--- config.mk ---
export PLATFORM = sky130hd
export DESIGN_NAME = subch_packer
export DESIGN_NICKNAME = d
export VERILOG_FILES = /design/src/rtl/subch_pkg.sv /design/src/rtl/subch_cfg.sv /design/src/rtl/subch_rx.sv /design/src/rtl/subch_tx.sv /design/src/rtl/subch_packer.sv
export SDC_FILE = /design/constraint.sdc
export NUM_CORES = 1
export LEC_CHECK = 0
export BUFFER_PORTS_ARGS = -buffer_cell sky130_fd_sc_hd__buf_2
export CORE_MARGIN = 2
export CORE_UTILIZATION = 50
export CTS_BUF_LIST = sky130_fd_sc_hd__clkbuf_4 sky130_fd_sc_hd__clkbuf_8 sky130_fd_sc_hd__clkbuf_16
export CTS_CLUSTER_SIZE = 40
export DETAILED_ROUTE_END_ITERATION = 12
export GPL_ROUTABILITY_DRIVEN = 0
export PLACE_DENSITY_LB_ADDON = 0.2
export SLEW_MARGIN = 15
export SYNTH_ARGS = -nofsm -noshare
export SYNTH_HDL_FRONTEND = slang
export SYNTH_SLANG_ARGS = --single-unit
--- constraint.sdc ---
create_clock -name clk -period 5.45 [get_ports clk]
set_clock_uncertainty 0.15 [all_clocks]
set_input_delay 0.545 -clock clk [delete_from_list [all_inputs] [get_ports clk]]
set_output_delay 0.545 -clock clk [all_outputs]
set_load 0.02 [all_outputs]
--- src/rtl/subch_pkg.sv ---
package subch_pkg;
  localparam int TS_W = 8;
  localparam int CW   = $clog2(TS_W);

  typedef struct packed {
    logic [CW-1:0] count;
    logic [CW-1:0] start;
    logic          invert;
    logic          loop;
  } subch_cfg_t;
endpackage

--- src/rtl/subch_cfg.sv ---
module subch_cfg
  import subch_pkg::*;
#(
  parameter int W   = TS_W,
  localparam int CB = $clog2(W),
  localparam int EB = CB + 1
) (
  input  logic          clk,
  input  logic          rst,
  input  logic          we,
  input  subch_cfg_t    wr_cfg,
  output subch_cfg_t    cfg,
  output logic [EB-1:0] eff
);
  logic [EB-1:0] width, room;

  always_ff @(posedge clk) begin
    if (rst)     cfg <= '0;
    else if (we) cfg <= wr_cfg;
  end

  always_comb begin
    width = (cfg.count == '0) ? EB'(W) : EB'(cfg.count);
    room  = EB'(W) - EB'(cfg.start);
    eff   = (width < room) ? width : room;
  end

  assert_eff_range_R3: assert property (@(posedge clk) disable iff (rst)
    (eff != '0) && ({1'b0, eff} + EB'(cfg.start) <= (EB+1)'(W)));
endmodule

--- src/rtl/subch_rx.sv ---
module subch_rx #(
  parameter int W   = 8,
  localparam int CB = $clog2(W),
  localparam int EB = CB + 1,
  localparam int TB = CB + 2
) (
  input  logic          clk,
  input  logic          rst,
  input  logic          clr,
  input  logic          step,
  input  logic [W-1:0]  ts_in,
  input  logic [CB-1:0] start,
  input  logic [EB-1:0] eff,
  input  logic          inv,
  output logic          push,
  output logic [W-1:0]  data
);
  logic [W-1:0]   acc, mask, slice;
  logic [CB-1:0]  fill;
  logic [2*W-1:0] joined;
  logic [TB-1:0]  total;

  always_comb begin
    for (int i = 0; i < W; i++) mask[i] = (i < int'(eff));
    slice  = (ts_in >> start) & mask;
    joined = {{W{1'b0}}, acc} | ({{W{1'b0}}, slice} << fill);
    total  = TB'(fill) + TB'(eff);
  end

  always_ff @(posedge clk) begin
    if (rst || clr) begin
      acc  <= '0;
      fill <= '0;
      push <= 1'b0;
      data <= '0;
    end else begin
      push <= 1'b0;
      if (step) begin
        if (total >= TB'(W)) begin
          push <= 1'b1;
          data <= joined[W-1:0] ^ {W{inv}};
          acc  <= joined[2*W-1:W];
          fill <= CB'(total - TB'(W));
        end else begin
          acc  <= joined[W-1:0];
          fill <= CB'(total);
        end
      end
    end
  end

  assert_fill_clean_R4: assert property (@(posedge clk) disable iff (rst)
    (acc >> fill) == '0);
endmodule

--- src/rtl/subch_tx.sv ---
module subch_tx #(
  parameter int W   = 8,
  localparam int CB = $clog2(W),
  localparam int EB = CB + 1
) (
  input  logic          clk,
  input  logic          rst,
  input  logic          clr,
  input  logic          strobe,
  input  logic          en,
  input  logic [CB-1:0] start,
  input  logic [EB-1:0] eff,
  input  logic          inv,
  input  logic          loop_act,
  input  logic [W-1:0]  fifo_data,
  input  logic          fifo_valid,
  output logic          take,
  output logic [W-1:0]  ts_out
);
  logic [W-1:0]   cur, last, src, mask, slice, winmask, out_n;
  logic [EB-1:0]  q;
  logic [EB:0]    qa, qn;
  logic           have_last, need, use_fifo;
  logic [2*W-1:0] avail, rest;

  always_comb begin
    for (int i = 0; i < W; i++) mask[i] = (i < int'(eff));
    need     = strobe && en && (q < eff);
    use_fifo = !(loop_act && have_last) && fifo_valid;
    if (loop_act && have_last) src = last;
    else if (fifo_valid)       src = fifo_data;
    else                       src = '1;
    take = need && use_fifo;
    if (need) begin
      avail = {{W{1'b0}}, cur} | ({{W{1'b0}}, src} << q);
      qa    = (EB+1)'(q) + (EB+1)'(W);
    end else begin
      avail = {{W{1'b0}}, cur};
      qa    = (EB+1)'(q);
    end
    slice   = avail[W-1:0] & mask;
    rest    = avail >> eff;
    qn      = qa - (EB+1)'(eff);
    winmask = mask << start;
    out_n   = ~winmask | (((slice ^ {W{inv}}) & mask) << start);
  end

  always_ff @(posedge clk) begin
    if (rst || clr) begin
      cur       <= '0;
      q         <= '0;
      last      <= '0;
      have_last <= 1'b0;
      ts_out    <= '1;
    end else if (strobe) begin
      if (en) begin
        cur    <= rest[W-1:0];
        q      <= EB'(qn);
        ts_out <= out_n;
        if (take) begin
          last      <= fifo_data;
          have_last <= 1'b1;
        end
      end else begin
        ts_out <= '1;
      end
    end
  end

  assert_take_valid_R11: assert property (@(posedge clk) disable iff (rst)
    take |-> fifo_valid);
  assert_take_in_strobe_R6: assert property (@(posedge clk) disable iff (rst)
    take |-> (strobe && en));
  assert_loop_no_take_R8: assert property (@(posedge clk) disable iff (rst)
    (loop_act && have_last) |-> !take);
  assert_queue_range_R6: assert property (@(posedge clk) disable iff (rst)
    q < EB'(W));
endmodule

--- src/rtl/subch_packer.sv ---
module subch_packer
  import subch_pkg::*;
#(
  parameter int W   = TS_W,
  localparam int CB = $clog2(W),
  localparam int EB = CB + 1
) (
  input  logic          clk,
  input  logic          rst,
  input  logic          cfg_we,
  input  logic [CB-1:0] cfg_count,
  input  logic [CB-1:0] cfg_start,
  input  logic          cfg_invert,
  input  logic          cfg_loop,
  input  logic          mode_transparent,
  input  logic          ch_en,
  input  logic          ts_strobe,
  input  logic [W-1:0]  rx_ts_byte,
  output logic          rx_push,
  output logic [W-1:0]  rx_data,
  input  logic [W-1:0]  tx_data,
  input  logic          tx_valid,
  output logic          tx_take,
  output logic [W-1:0]  tx_ts_byte
);
  subch_cfg_t    wr_cfg, cfg;
  logic [EB-1:0] eff;
  logic          strobe_ok;

  assign wr_cfg    = '{count: cfg_count, start: cfg_start, invert: cfg_invert, loop: cfg_loop};
  assign strobe_ok = ts_strobe && !cfg_we;

  subch_cfg #(.W(W)) u_cfg (
    .clk(clk), .rst(rst), .we(cfg_we), .wr_cfg(wr_cfg), .cfg(cfg), .eff(eff)
  );

  subch_rx #(.W(W)) u_rx (
    .clk(clk), .rst(rst), .clr(cfg_we), .step(strobe_ok && ch_en),
    .ts_in(rx_ts_byte), .start(cfg.start), .eff(eff), .inv(cfg.invert),
    .push(rx_push), .data(rx_data)
  );

  subch_tx #(.W(W)) u_tx (
    .clk(clk), .rst(rst), .clr(cfg_we), .strobe(strobe_ok), .en(ch_en),
    .start(cfg.start), .eff(eff), .inv(cfg.invert),
    .loop_act(cfg.loop && mode_transparent),
    .fifo_data(tx_data), .fifo_valid(tx_valid),
    .take(tx_take), .ts_out(tx_ts_byte)
  );

  assert_push_after_strobe_R4: assert property (@(posedge clk) disable iff (rst)
    rx_push |-> $past(ts_strobe && ch_en && !cfg_we));
  assert_idle_disabled_R9: assert property (@(posedge clk) disable iff (rst)
    $past(ts_strobe && !ch_en) |-> (tx_ts_byte == '1 && !rx_push));
  assert_hold_between_R5: assert property (@(posedge clk) disable iff (rst)
    (!$past(ts_strobe) && !$past(cfg_we)) |-> $stable(tx_ts_byte));
  assert_disabled_no_take_R9: assert property (@(posedge clk) disable iff (rst)
    !ch_en |-> !tx_take);
endmodule

==> flow_summary.json <==
{
  "status": "completed",
  "num_vias": 6225,
  "synth_edf_count": 0,
  "max_cap_violations": 0,
  "n_antenna_cell": 0,
  "slew-limit-headroom": 0.293,
  "fmax_ghz": 0.195,
  "clk_path_buf_depth": 2,
  "hold_path.class": "input port to flip-flop",
  "grt_pass1_vias": 5781,
  "ys_seq_area_frac": 0.203,
  "grt_overflow": 0,
  "synth_warnings": 0,
  "synth_top_area_frac": 0.203,
  "min_from": "cfg_loop",
  "whs_ps": 286,
  "required_ps": 4760,
  "via_per_inst": 6.73,
  "yosysUniqueCellTypes": 94,
  "drv_slew": 0,
  "syn_avg_cell_area_sq_um": 7.38,
  "ff2ff_path_depth": 19,
  "crit_type": "flip-flop to output port",
  "drt-total-wl_microns": 18100,
  "min_delay_path_depth": 3,
  "io_pins": 49,
  "cts_root_buf": "clkbuf_16",
  "syn_nets": 806,
  "numCtsBuffers": 9,
  "yosysTopAreaCell": "dfxtp_1",
  "syn_to_final_growth_pct": 10.4,
  "synth_seq_cells": 57,
  "insertion_delay_ps": 350,
  "p_total_mw": 1.58,
  "nNetsFinal": 823,
  "finalSetupTns_ps": 0,
  "synth.area.top_cells": "dfxtp_1 (20%), mux2i_1 (6.9%), nand2_1 (6.0%)",
  "cp_common_cell": "nand2_1",
  "finalHoldViolCount": 0,
  "holdPathEnd": "u_cfg.cfg[0]",
  "drt_iter0_drc": 655,
  "clk_pin_slew_ps": 50,
  "drive_gt1_frac": 0.176,
  "fin_crit_sh": 0.943,
  "rows": 38,
  "startpoint_type": "flip-flop",
  "final_antenna_net_count": 0,
  "core_sq_mm": 0.0109,
  "io_buffers": 48,
  "crit_chain": "buf_4, nor2_2, inv_1, ha_1, a21oi_1, nand2_1, o21ai_4, nand2_2, inv_2, ha_1, and2_1, nand2_1, nand2_1, nor2_1, nand3_2, inv_2, buf_2",
  "dp_hpwl_microns": 13100,
  "critPathMaxStageDelay_ps": 400,
  "antenna_found_initial": 0,
  "syn_inst": 763,
  "arrival_ps": 4440,
  "dr.pass1.iters": 6,
  "synth_async_sr_flop_share": 0,
  "worst-path-buf-inv": 5,
  "worstSetupEndpointType": "output port",
  "tritoncts": "built",
  "vdd_drop_max_uv": 159,
  "grt_pass1_wl_microns": 29400,
  "fin_crit_ps": 5140,
  "regToRegStartpoint": "u_cfg.cfg[2]",
  "ys.flop_type": "dfxtp_1",
  "die_h_microns": 110,
  "clock_sinks": 57,
  "critical-path-top-delay-family": "simple AND/OR/NAND/NOR gates",
  "reg2reg_to": "u_tx.ts_out[5]",
  "tightestPinTransition_ps": 1060,
  "wl_per_cell_microns": 19.6,
  "crit_fanout": 29,
  "ctsHtreeMaxLevel": 3,
  "cellLeakagePower_nw": 2.25,
  "die_x_microns": 110,
  "dieArea_sq_mm": 0.0121,
  "setup_viol": 0,
  "drc": 0,
  "cts_hold_buf": 0,
  "initial_core_util": 0.515,
  "rrSetupSlack_ps": 390,
  "cp_slowest_cell": "ha_1",
  "grt_usage": 0.310,
  "grt_max_degree": 32,
  "syn_area_sq_mm": 0.00563,
  "power_density_mw_per_mm2": 255,
  "rsz0062_at_grt": "no"
}
==> synthesized netlist by cell type (6+ instances only) <==
cell,count
a21oi_1,52
mux2i_1,39
dfxtp_1,57
nand2_1,90
ha_1,11
nand4_1,9
o211ai_1,13
a32oi_1,8
nor2_1,65
and3_1,7
o21ai_1,7
a311oi_1,6
a31oi_1,16
buf_1,10
clkbuf_1,34
and2_1,10
buf_2,12
nand3_1,32
xnor2_1,11
nor3_1,26
inv_1,24
mux2_2,9
nand2b_1,8
a211oi_1,15
a211o_1,7
o31ai_1,6
o21ai_0,40
==> cell type report <==
type / count / area, sq um
Sequential cell: 57 / 1140
Timing Repair Buffer: 67 / 383
Inverter: 32 / 120
Multi-Input combinational cell: 613 / 4120
Clock inverter: 5 / 31.3
Clock buffer: 11 / 246
Tap cell: 140 / 175
Fill cell: 1061 / 4720
==> sequential cells by signal, summed over array words and instances, names as in the netlist <==
| register | count |
|---|---|
| u_tx.cur | 8 |
| u_tx.have_last | 1 |
| u_rx.fill | 3 |
| u_tx.q | 4 |
| u_cfg.cfg | 8 |
| u_tx.last | 8 |
| u_tx.ts_out | 8 |
| u_rx.acc | 8 |
| u_rx.push | 1 |
| u_rx.data | 8 |
==> tightest hold or removal path, cell delays in order <==
cell and delay [ps]:
buf_2 80, mux2i_1 60, nor2_1 70
==> worst max path at each step <==
stage | from | end | slack, ps | cells past startpoint
2_1_floorplan | u_cfg.cfg[2] | u_rx.data[3] | 100 | 23
3_3_place_gp | u_cfg.cfg[2] | u_tx.ts_out[7] | 600 | 19
3_5_place_dp | u_cfg.cfg[2] | u_rx.data[3] | 390 | 17
4_1_cts | u_cfg.cfg[2] | tx_take | 110 | 17
5_1_grt | u_cfg.cfg[2] | tx_take | 30 | 17
6_report | u_cfg.cfg[2] | tx_take | 310 | 17
==> report_power, final <==
group          total [mW]  internal [mW]  leakage, nW  switching, mW
Combinational       0.602          0.213         1.65          0.389
Sequential          0.441          0.426        0.462         0.0142
Clock               0.541          0.323        0.139          0.218
==> routing by layer <==
metal | wire length [microns] | global-route usage
met2 | 8280 | 0.490
met4 | 670 | 0.144
met5 | 0 | 0
met1 | 7500 | 0.411
met3 | 1690 | 0.0523
==> stage by stage <==
step / area (sq um) / util / setup WS, ps / cells
after floorplan: 5630 / - / 95.6 / 763
after global placement: 5910 / 0.541 / 602 / 909
after detailed placement: 5910 / 0.541 / 395 / 909
after CTS: 6190 / 0.566 / 113 / 925
after global routing: 6210 / 0.568 / 25.4 / 925
final: 6210 / 0.568 / 311 / 925
==> cell usage in the layout (no fill, tap or decap), types with 6 or more instances in the layout <==
| master | instances |
|---|---|
| mux2i_1 | 39 |
| a311oi_1 | 6 |
| a21oi_1 | 52 |
| and3_1 | 7 |
| clkbuf_16 | 9 |
| o211ai_1 | 13 |
| a211o_1 | 7 |
| nor3_1 | 26 |
| dfxtp_1 | 57 |
| buf_2 | 48 |
| nand4_1 | 9 |
| inv_1 | 24 |
| a211oi_1 | 15 |
| nand2b_1 | 8 |
| o21ai_0 | 40 |
| nand3_1 | 31 |
| mux2_2 | 9 |
| a31oi_1 | 16 |
| nor2_1 | 64 |
| and2_1 | 10 |
| xnor2_1 | 10 |
| a32oi_1 | 8 |
| nand2_1 | 90 |
| ha_1 | 11 |
| buf_4 | 19 |
| o31ai_1 | 6 |
| o21ai_1 | 7 |
==> cells by family (layout without fill, tap and decap cells) <==
| group | Yosys count | after routing | share of synthesized area |
|---|---|---|---|
| AO/OA/AOI/OAI | 255 | 255 | 0.336 |
| XOR/XNOR | 12 | 12 | 0.0187 |
| adder cells (fa/ha/maj) | 12 | 12 | 0.0280 |
| buffers and inverters | 93 | 115 | 0.0700 |
| flip-flops | 57 | 57 | 0.203 |
| multiplexers | 53 | 53 | 0.105 |
| AND/OR/NAND/NOR | 281 | 281 | 0.240 |
==> timing repair <==
action / CTS / global route
resized for setup: 0 / 5
setup buffers: 0 / 0
hold endpoints to repair: 0 / 0
setup endpoints to repair: 0 / 6
No activity file was read; power rests on OpenSTA's default activity.
